$ cat src/rtl/audrx_pkg.sv
package audrx_pkg;
    typedef enum logic [1:0] {
        FMT_LJ  = 2'b00,
        FMT_RJ  = 2'b01,
        FMT_I2S = 2'b10,
        FMT_RSV = 2'b11
    } fmt_e;

    typedef enum logic [1:0] {
        ST_IDLE  = 2'b00,
        ST_ALIGN = 2'b01,
        ST_LEFT  = 2'b10,
        ST_RIGHT = 2'b11
    } rx_state_e;
endpackage

$ cat src/rtl/audrx_sampler.sv
module audrx_sampler
    import audrx_pkg::*;
(
    input  logic clk,
    input  logic rst_n,
    input  logic bck,
    input  logic lrck,
    input  logic sdata,
    input  fmt_e fmt_in,
    input  logic wide_in,
    output logic bit_stb,
    output logic lr_s,
    output logic sd_s,
    output fmt_e fmt_s,
    output logic wide_s
);
    logic bck_q;
    logic bck_d;

    always_ff @(posedge clk) begin
        if (!rst_n) begin
            bck_q  <= 1'b0;
            bck_d  <= 1'b0;
            lr_s   <= 1'b0;
            sd_s   <= 1'b0;
            fmt_s  <= FMT_LJ;
            wide_s <= 1'b0;
        end else begin
            bck_q  <= bck;
            bck_d  <= bck_q;
            lr_s   <= lrck;
            sd_s   <= sdata;
            fmt_s  <= fmt_in;
            wide_s <= wide_in;
        end
    end

    // one-cycle pulse on a rising bit clock
    assign bit_stb = bck_q & ~bck_d;
endmodule

$ cat src/rtl/audrx_shifter.sv
module audrx_shifter
    import audrx_pkg::*;
#(
    parameter int WORD_W  = 18,
    parameter int SHORT_W = 16,
    parameter int CNT_W   = 6
) (
    input  logic              clk,
    input  logic              rst_n,
    input  logic              bit_stb,
    input  logic              boundary,
    input  logic              sd,
    input  fmt_e              fmt_new,
    input  logic              wide_new,
    output logic [WORD_W-1:0] word_val
);
    localparam int PAD_W = WORD_W - SHORT_W;
    localparam logic [CNT_W-1:0] CNT_MAX = '1;

    fmt_e              fmt_q;
    logic              wide_q;
    logic [CNT_W-1:0]  bitcnt;
    logic [CNT_W-1:0]  nbits;
    logic [WORD_W-1:0] shreg;
    logic              take;

    assign nbits = wide_q ? CNT_W'(WORD_W) : CNT_W'(SHORT_W);

    // which slot positions belong to the word (format latched for this word)
    always_comb begin
        unique case (fmt_q)
            FMT_RJ:  take = 1'b1;
            FMT_I2S: take = (bitcnt != '0) && (bitcnt <= nbits);
            default: take = (bitcnt < nbits);
        endcase
    end

    always_ff @(posedge clk) begin
        if (!rst_n) begin
            fmt_q  <= FMT_LJ;
            wide_q <= 1'b0;
            bitcnt <= '0;
            shreg  <= '0;
        end else if (bit_stb) begin
            if (boundary) begin
                fmt_q  <= fmt_new;
                wide_q <= wide_new;
                bitcnt <= CNT_W'(1);
                unique case (fmt_new)
                    FMT_RJ:  shreg <= {shreg[WORD_W-2:0], sd};
                    FMT_I2S: shreg <= '0;
                    default: shreg <= {{(WORD_W-1){1'b0}}, sd};
                endcase
            end else begin
                if (bitcnt != CNT_MAX) begin
                    bitcnt <= bitcnt + CNT_W'(1);
                end
                if (take) begin
                    shreg <= {shreg[WORD_W-2:0], sd};
                end
            end
        end
    end

    generate
        if (PAD_W > 0) begin : g_pad
            assign word_val = wide_q ? shreg : {shreg[SHORT_W-1:0], {PAD_W{1'b0}}};
        end else begin : g_nopad
            assign word_val = shreg;
        end
    endgenerate
endmodule

$ cat src/rtl/audrx_top.sv
module audrx_top
    import audrx_pkg::*;
#(
    parameter int WORD_W     = 18,
    parameter int SHORT_W    = 16,
    parameter int SLOT_CNT_W = 6
) (
    input  logic              clk,
    input  logic              rst_n,
    input  logic              bck,
    input  logic              lrck,
    input  logic              sdata,
    input  logic [1:0]        fmt_sel,
    input  logic              wide18,
    output logic [WORD_W-1:0] left_out,
    output logic [WORD_W-1:0] right_out,
    output logic              frame_valid
);
    rx_state_e         state;
    rx_state_e         state_nx;
    logic              bit_stb;
    logic              lr_s;
    logic              sd_s;
    fmt_e              fmt_s;
    logic              wide_s;
    logic              lr_prev;
    logic              boundary;
    logic              chan_left;
    logic              have_left;
    logic [WORD_W-1:0] word_val;
    logic [WORD_W-1:0] left_hold;

    audrx_sampler u_sampler (
        .clk     (clk),
        .rst_n   (rst_n),
        .bck     (bck),
        .lrck    (lrck),
        .sdata   (sdata),
        .fmt_in  (fmt_e'(fmt_sel)),
        .wide_in (wide18),
        .bit_stb (bit_stb),
        .lr_s    (lr_s),
        .sd_s    (sd_s),
        .fmt_s   (fmt_s),
        .wide_s  (wide_s)
    );

    audrx_shifter #(
        .WORD_W  (WORD_W),
        .SHORT_W (SHORT_W),
        .CNT_W   (SLOT_CNT_W)
    ) u_shifter (
        .clk      (clk),
        .rst_n    (rst_n),
        .bit_stb  (bit_stb),
        .boundary (boundary),
        .sd       (sd_s),
        .fmt_new  (fmt_s),
        .wide_new (wide_s),
        .word_val (word_val)
    );

    assign boundary  = bit_stb && (state != ST_IDLE) && (lr_s != lr_prev);
    assign chan_left = (fmt_s == FMT_I2S) ? ~lr_s : lr_s;

    // state register
    always_ff @(posedge clk) begin
        if (!rst_n) begin
            state   <= ST_IDLE;
            lr_prev <= 1'b0;
        end else begin
            state <= state_nx;
            if (bit_stb) begin
                lr_prev <= lr_s;
            end
        end
    end

    // next state: T_PRIME out of ST_IDLE, T_BOUNDARY elsewhere
    always_comb begin
        state_nx = state;
        unique case (state)
            ST_IDLE: begin
                if (bit_stb) state_nx = ST_ALIGN;
            end
            ST_ALIGN, ST_LEFT, ST_RIGHT: begin
                if (boundary) state_nx = chan_left ? ST_LEFT : ST_RIGHT;
            end
        endcase
    end

    // outputs
    always_ff @(posedge clk) begin
        if (!rst_n) begin
            left_hold   <= '0;
            have_left   <= 1'b0;
            left_out    <= '0;
            right_out   <= '0;
            frame_valid <= 1'b0;
        end else begin
            frame_valid <= 1'b0;
            if (boundary) begin
                unique case (state)
                    ST_LEFT: begin
                        left_hold <= word_val;
                        have_left <= 1'b1;
                    end
                    ST_RIGHT: begin
                        if (have_left) begin
                            left_out    <= left_hold;
                            right_out   <= word_val;
                            frame_valid <= 1'b1;
                        end
                        have_left <= 1'b0;
                    end
                    default: have_left <= 1'b0;
                endcase
            end
        end
    end
endmodule

$ cat config.mk
export PLATFORM = sky130hd
export DESIGN_NAME = audrx_top
export DESIGN_NICKNAME = d
export VERILOG_FILES = /design/src/rtl/audrx_pkg.sv /design/src/rtl/audrx_sampler.sv /design/src/rtl/audrx_shifter.sv /design/src/rtl/audrx_top.sv
export SDC_FILE = /design/constraint.sdc
export NUM_CORES = 1
export LEC_CHECK = 0
export ABC_AREA = 1
export ABC_CLOCK_PERIOD_IN_PS = 2260
export BUFFER_PORTS_ARGS = -buffer_cell sky130_fd_sc_hd__buf_2
export CAP_MARGIN = 30
export CORE_UTILIZATION = 58
export CTS_CLUSTER_SIZE = 24
export DETAILED_ROUTE_END_ITERATION = 8
export GPL_TIMING_DRIVEN = 0
export PLACE_DENSITY_LB_ADDON = 0.1
export SLEW_MARGIN = 10
export SYNTH_ARGS = -nofsm -noshare
export SYNTH_HDL_FRONTEND = slang
export SYNTH_SLANG_ARGS = --single-unit
$ cat constraint.sdc
create_clock -name clk -period 2.26 [get_ports clk]
set_input_delay 0.113 -clock clk [delete_from_list [all_inputs] [get_ports clk]]
set_output_delay 0.113 -clock clk [all_outputs]
set_load 0.1 [all_outputs]
==> results of run 1 <==
synth_stat cells (all sizes together) (2+ instances only):
cell type  count
buf           17
nor3           4
o21ai         75
a21oi         63
clkbuf        14
nand2         71
dfxtp         93
ha             7
nor2          89
nand4          2
nand3         19
inv           57
layout make-up:
| cell class | instances | area (µm²) | area share (%) |
|---|---|---|---|
| Tap cell | 77 | 96.34 | 2.117 |
| Inverter | 58 | 222.7 | 4.894 |
| Clock buffer | 9 | 123.9 | 2.722 |
| Buffer | 31 | 186.4 | 4.097 |
| Sequential cell | 93 | 1862 | 40.91 |
| Clock inverter | 7 | 82.58 | 1.815 |
| Multi-Input combinational cell | 337 | 1697 | 37.28 |
| Timing Repair Buffer | 50 | 280.3 | 6.159 |
registers in the layout, summed over array words and instances, names as in the netlist, 2 cells and up:
signal / count
u_sampler.fmt_s: 2
state: 2
u_shifter.shreg: 18
left_hold: 18
right_out: 18
left_out: 18
u_shifter.bitcnt: 6
u_shifter.fmt_q: 2
stage by stage:
stage	hold slack [ps]	total power, W	setup WS [ps]
6_report	102.4	0.003113	462.8
5_1_grt	122.2	0.003224	258.9
4_1_cts	94.61	0.003126	445.7
3_5_place_dp	298.3	0.001979	466.0
3_3_place_gp	294.6	0.001971	514.4
2_1_floorplan	210.6	0.001917	660.8
cell usage in the layout (no fill, tap or decap), types with 3 or more instances in the layout:
cell type,n
a21oi_1,44
o21ai_1,20
nand2_2,4
buf_4,3
nand3_1,19
inv_1,54
nor2_1,84
clkbuf_8,9
dfxtp_1,93
dlygate4sd3_1,6
a21oi_2,19
o21ai_0,55
clkbuf_1,14
nor2_2,3
nor3_1,3
inv_2,3
nand2_1,66
buf_6,7
buf_2,49
ha_1,7
worst min path at each step:
stage	startpoint	to	slack, ps	depth (start not counted)
after global placement	fmt_sel[0]	u_sampler.fmt_s[0]	290	3
after floorplan	bck	u_sampler.bck_q	210	2
after detailed placement	wide18	u_sampler.wide_s	300	3
after global routing	rst_n	frame_valid	120	3
final	rst_n	state[1]	100	3
after CTS	rst_n	state[1]	90	3
kinds of logic (layout without fill, tap and decap cells):
family	after synthesis	in the layout	share of synthesized area [%]
DFF	93	93	46.93
buffers and inverters	89	155	10.31
AOI/OAI and AO/OA	140	140	19.74
and+or+nand+nor	188	188	20.31
xor gates and xnor gates	1	1	0.2208
adders and majority gates	7	7	2.207
muxes	1	1	0.2838
report_power, final:
group | switching (W) | leakage (nW) | internal (W)
Combinational | 0.000152 | 1.14 | 0.0000919
Sequential | 0.0000344 | 0.754 | 0.00167
Clock | 0.000633 | 0.0984 | 0.000528
metal layers:
metal  track usage, %  part of all wire (%)  wire (µm)
met5                0                     0          0
met4            11.56                   2.0        178
met3            4.228                   3.3        288
met2            44.49                    47       4104
met1            34.27                    48       4167
worst min-delay path, stage by stage:
cell and delay (ps):
buf_2 90, inv_1 110, a21oi_1 120
timing repair:
action,in CTS,in global routing
hold buffers,6,0
buffers inserted,0,0
gates resized for setup,0,0
endpoints found under the hold margin,6,0
==> metrics.md, run 1 <==
| Metric | Value |
|---|---|
| Synth area leader | dfxtp_1 |
| Detailed Routing Iterations Pass 1 | 8 |
| Post-route cell area | 4551 µm² |
| Worst setup path startpoint | u_shifter.bitcnt[1] |
| EDFF count, synth | 0 |
| Die width | 84.71 µm |
| Critical path depth | 14 |
| Max IR drop VDD | 0.0004518 V |
| Grt total ovfl | 0 |
| Site Rows | 29 |
| Mapped Avg Cell Area | 7.645 µm² |
| Reg-to-reg endpoint | u_shifter.shreg[6] |
| FILL cells | 546 |
| Placed cell area | 4284 µm² |
| Fin Setup TNS | 0 ps |
| Power density cells | 684.1 nW/µm² |
| Cell variety after synth | 32 |
| CP Capture Point | u_shifter.shreg[6] |
| CP arrival | 2070 ps |
| Synth area leaders | dfxtp_1, nor2_1, o21ai_0 |
| Relative slew slack | 67.55% |
| CP bufs+invs | 4 |
| Yosys warning count | 0 |
| CTS clk-pin slew, worst paths | 90 ps |
| IO Count | 45 |
| Leak pwr | 1.997 nW |
| Clock Path Buffers | 2 |
| Post-route ant nets | 0 |
| Mapped cell area | 3968 µm² |
| Drc violations | 0 |
| Final Hold Viols | 0 |
| FF+latch count, synth | 93 |
| Slowest CP cell | dfxtp_1 |
| WL per Instance | 13.20 µm |
| Mapped Nets | 534 |
| Post-synthesis sequential area ratio | 46.93% |
| Initial core utilization | 61.43% |
| Core area | 6459 µm² |
| Layout cells sized above 1 | 19.15% |
| WS Path Type | flip-flop to flip-flop |
| DR vias/cell | 5.150 |
| Final Skew | 8.828 ps |
| 1st-iter DRT viols | 140 |
| Final wirelength | 8.739 mm |
| Vias in the first global route | 3284 |
| Max-slew violations | 0 |
| Most frequent cell on the critical path | nand2_1 |
| Worst-Skew Late Latency | 370 ps |
| Post-layout minimum cycle time | 1797 ps |
| Final period utilization | 79.52% |
| R2R depth | 14 |
| Area growth, synth to finish | 14.70% |
| DIE HEIGHT | 84.71 µm |
| FF-to-FF setup slack | 460 ps |
| PortBufs | 44 |
| Largest net degree at the start of global routing | 18 |
| First-pass GRT wire length | 15.04 mm |
| Critical Path Max Stage Delay | 390 ps |
| H-tree depth | 3 |
| CP Launch Type | flip-flop |
| FF-to-FF Start | u_shifter.bitcnt[1] |
| Via count | 3409 |
| Final Wtd Congestion | 0.8456 |
| Max Fclk | 0.5564 GHz |
| Die Area | 7175 µm² |
| Net count, final | 595 |
| Final Setup Violations | 0 |
| RSZ-0062 raised after global routing | false |
| Root Buffer | clkbuf_8 |
| HPWL after detailed placement | 6.370 mm |
| CTS tree | built |
| Status | finished, final reports clean |
| Crit path capture type | flip-flop |
| Crit-path leading delay family | simple AND/OR/NAND/NOR gates |
| Async S/R FF share, synth | 0% |
| Slew @ Worst Pin | 490.1 ps |
| Main synth FF type | dfxtp_1 |
| Layout Cells excl Fill | 662 |
| Crit Path Max Fanout | 10 |
| Clock sink total | 93 |
| Worst EP required | 2540 ps |
| Min-Delay Path Class | input pin to flip-flop |
| GRT Resource Usage Total | 26.64% |
| Yosys top cell area share | 46.93% |
| # diodes | 0 |
| Initial antenna violation count | 0 |
| CTS Buf Count | 9 |
| Final core utilization | 70.46% |
| Critical path cell sequence | inv_1 -> ha_1 -> nand2_1 -> inv_1 -> nand3_1 -> nand3_1 -> nand2_1 -> nand2_1 -> nand2_1 -> nand2_2 -> buf_6 -> buf_6 -> a21oi_2 -> nor2_1 |
| Cell Count Post-Placement | 640 |
| Cells after Synth | 519 |
| Max_cap viols | 0 |
Power figures use the tool's default switching activity.
==> run 2: changes to the inputs <==
ABC_AREA = 0   (was 1)
ABC_CLOCK_PERIOD_IN_PS = 1600   (was 2260)
CORE_UTILIZATION = 52   (was 58)
clock period = 1.6 ns   (was 2.26 ns; I/O delays follow)
==> run 2 against run 1 <==
Against the previous run:
- the run now ends with negative setup slack left
- die area is 6.6% higher
- core utilization decreased by 1.0 points
- clock skew down 0.84 ps
- non-clock buffer count increased by 16
- cell count shrank 12%
- synthesized cell count shrank 22%
==> metrics.md, run 2 <==
| Metric | Value |
|---|---|
| Status | finished, violations left |
| Failing checks | negative setup slack |
| DR vias/cell | 5.154 (about the same) |
| Hold_sp | rst_n |
| WL per Instance | 14.81 µm (+12%) |
| Async S/R FF share, synth | 0% (unchanged) |
| Root Buffer | clkbuf_8 |
| First-pass GRT wire length | 13.99 mm (-6.9%) |
| Via count | 3010 (-12%) |
| Met1 WL | 4.210 mm (+1.0%) |
| GRT Resource Usage Total | 24.36% (-2.3 points) |
| Max IR drop VDD | 0.0005176 V (+15%) |
| FF+latch count, synth | 93 (unchanged) |
| Crit path capture type | flip-flop |
| CTS clk-pin slew, worst paths | 100 ps (about the same) |
| CTS Buf Count | 9 (unchanged) |
| WHS | 400.7 ps (+298.4 ps) |
| CP Launch Type | flip-flop |
| Area growth, synth to finish | 26.22% |
| Post-route ant nets | 0 (unchanged) |
| 1st-iter DRT viols | 141 (+0.71%) |
| Int Power | 0.003182 W (+39%) |
| Fin Setup TNS | -3389 ps (-3389 ps) |
| Mapped cell area | 3799 µm² (-4.3%) |
| Yosys warning count | 0 (unchanged) |
| Final Hold Viols | 0 (unchanged) |
| Vias in the first global route | 2878 (-12%) |
| Relative slew slack | 61.40% (-6.1 points) |
| Mapped Avg Cell Area | 9.403 µm² (+23%) |
| Hold endpoint | left_out[4] |
| Crit Path Max Fanout | 5 (-5) |
| Synth area leaders | dfxtp_1, nand2_1, mux2i_1 |
| Cell Count Post-Placement | 543 (-15%) |
| Min-Delay Path Class | input pin to flip-flop |
| Worst EP required | 1900 ps (-640 ps) |
| Max_cap viols | 0 (unchanged) |
| Cell variety after synth | 34 (+6.3%) |
| Largest net degree at the start of global routing | 17 (-1) |
| Drc violations | 0 (unchanged) |
| Synth Area in Compound Gates | 16.17% (-3.6 points) |
| Top layer in use | met4 |
| Fin worst setup slack | -220.3 ps (-683.2 ps) |
| FF-to-FF setup slack | -220 ps (-680 ps) |
| Post-synthesis sequential area ratio | 49.01% (+2.1 points) |
| CTS tree | built |
| Power share of the clock group | 38.3% (+1.0 points) |
| Routed length on met2 | 4.012 mm (-2.2%) |
| EDFF count, synth | 0 (unchanged) |
| Main synth FF type | dfxtp_1 |
| Post-layout minimum cycle time | 1820 ps (+23.15 ps) |
| Layout Cells excl Fill | 584 (-12%) |
| Most common cell after layout, fill and taps aside | nand2_1 |
| Final Setup Violations | 18 (+18) |
| Most frequent cells in the layout | nand2_1, dfxtp_1, buf_2 |
| Sw Pwr | 0.001014 W (+24%) |
| Final core utilization | 69.42% (-1.0 points) |
| RSZ-0062 raised after global routing | true |
| DIE HEIGHT | 87.47 µm (+3.3%) |
| Largest family of logic cells by synthesized area | simple AND/OR/NAND/NOR gates |
| Max-slew violations | 0 (unchanged) |
| Yosys top cell area share | 49.01% (+2.1 points) |
| IO Count | 45 (unchanged) |
| FF-to-FF Start | u_shifter.fmt_q[0] |
| WS Path Type | flip-flop to flip-flop |
| R2R depth | 9 (-5) |
| H-tree depth | 3 (unchanged) |
| # diodes | 0 (unchanged) |
| Adder-cell share of the synthesized area | 2.306% (+0.098 points) |
| Grt total ovfl | 0 (unchanged) |
| Final Skew | 7.988 ps (-0.8401 ps) |
| Clock Path Buffers | 2 (unchanged) |
| Synth area leader | dfxtp_1 |
| Slew @ Worst Pin | 579.0 ps (+88.83 ps) |
| Post-Synth Simple-Gate Area | 16.96% (-3.3 points) |
| Cells after Synth | 404 (-22%) |
| Final period utilization | 113.8% (+34 points) |
| CP arrival | 2120 ps (+50 ps) |
| Pwr Total | 0.004196 W (+35%) |
| FILL cells | 595 (+9.0%) |
| Initial antenna violation count | 0 (unchanged) |
| HPWL after detailed placement | 5.826 mm (-8.5%) |
| Leak pwr | 2.225 nW (+11%) |
| Top post-synthesis cells by count | nand2_1, dfxtp_1, mux2i_1 |
| Mapped Nets | 419 (-22%) |
| Sw Ratio | 24.17% (-2.1 points) |
| Flop pwr share | 55.9% (+1.0 points) |
| XOR/XNOR Fraction of Synth Area | 1.614% (+1.4 points) |
| Cell with the most instances after synthesis | nand2_1 |
| Final wirelength | 8.649 mm (-1.0%) |
| Detailed Routing Iterations Pass 1 | 4 (-4) |
| Hold depth | 3 (unchanged) |
| Core area | 6907 µm² (+6.9%) |
| Die Area | 7651 µm² (+6.6%) |
| Final Wtd Congestion | 0.7771 (-8.1%) |
| Initial core utilization | 55.00% (-6.4 points) |
| Site Rows | 30 (+3.4%) |
| WL met3 | 318 µm (+10%) |
| Worst-Skew Late Latency | 370 ps (about the same) |
| Clock sink total | 93 (unchanged) |
| Max Fclk | 0.5494 GHz (-1.3%) |
| Proportion of synthesized area in mux cells | 9.486% (+9.2 points) |
| Power density cells | 875.2 nW/µm² (+28%) |
| PortBufs | 43 (-2.3%) |
| Layout cells sized above 1 | 25.82% (+6.7 points) |
| Comb power frac | 5.8% (-2.0 points) |
| Die width | 87.47 µm (+3.3%) |
| Net count, final | 498 (-16%) |
| Reg-to-reg endpoint | u_shifter.shreg[17] |
==> run 2: cell count changes in the layout (fill, tap and decap cells not counted), moves of 18 or more <==
cell,delta
a21boi_0,+23
a21oi_1,-41
a21oi_2,-18
inv_1,-48
mux2i_1,+36
nand2_1,+43
nor2_1,-76
o211a_1,+32
o21ai_0,-52
o21ai_1,-20
==> run 2: power groups by stage <==
| stage | sequential (W) | combinational, W | clock [W] |
|---|---|---|---|
| after detailed placement | 0.00240 | 0.000177 | 0 |
| final | 0.00234 | 0.000245 | 0.00161 |
| after global routing | 0.00235 | 0.000263 | 0.00173 |
| after global placement | 0.00240 | 0.000172 | 0 |
| after floorplan | 0.00240 | 0.000133 | 0 |
| after CTS | 0.00235 | 0.000239 | 0.00162 |
==> run 2: cell type report <==
class | count | area [µm²] | area share (%)
Multi-Input combinational cell | 274 | 1896 | 39.54
Sequential cell | 93 | 1887 | 39.35
Timing Repair Buffer | 71 | 467.9 | 9.760
Buffer | 26 | 196.4 | 4.097
Clock buffer | 10 | 127.6 | 2.662
Tap cell | 96 | 120.1 | 2.505
Clock inverter | 6 | 70.07 | 1.461
Inverter | 8 | 30.03 | 0.6263
==> run 2: worst max path at each step <==
stage                            start                   to  slack (ps)  cells past startpoint
finish              u_shifter.fmt_q[0]  u_shifter.shreg[17]        -220                      9
detailed placement     u_sampler.bck_q        left_hold[16]        -510                      6
global placement       u_sampler.bck_q        left_hold[16]        -510                      6
CTS                            lr_prev   u_shifter.shreg[1]        -260                      9
floorplan               u_sampler.lr_s   u_shifter.shreg[0]        -130                      8
global route        u_shifter.fmt_q[0]  u_shifter.shreg[17]        -310                      9
==> run 2: through the flow <==
| step | setup slack (ps) | area [µm²] |
|---|---|---|
| after floorplan | -134.9 | 3854 |
| after CTS | -255.7 | 4750 |
| after detailed placement | -514.0 | 4189 |
| after global placement | -514.8 | 4189 |
| after global routing | -312.9 | 4795 |
| final | -220.3 | 4795 |
==> run 2: repair_timing <==
action                                 4_1_cts  5_1_grt
pin swaps                                    8       11
buffers inserted                            16        6
gates cloned                                 1        0
setup endpoints to repair                   79       77
endpoints found under the hold margin        6        0
resized for setup                           48       19
hold buffers                                 6        0
==> run 2: worst max-delay path, stage by stage (launching register included) <==
cell and delay, ps:
dfxtp_2 340, inv_2 50, ha_4 290, nor2_2 40, a31oi_1 180, a21boi_2 180, o31a_1 190, buf_6 150
buf_6 140, mux2i_1 190
==> run 2: cells by family (layout without fill, tap and decap cells) <==
family	count (synthesis)	count (layout)
fa+ha+maj	7	7
compound gates	73	73
simple gates	151	151
xor+xnor	7	7
buf+inv	37	121
mux	36	36
flops	93	93
==> run 2: routing by layer <==
layer / vias to the layer above / global-route usage [%]
met5: - / 0
met4: 0 / 6.557
met3: 9 / 6.161
met2: 51 / 38.92
met1: 1428 / 32.76
li1: 1522 / -
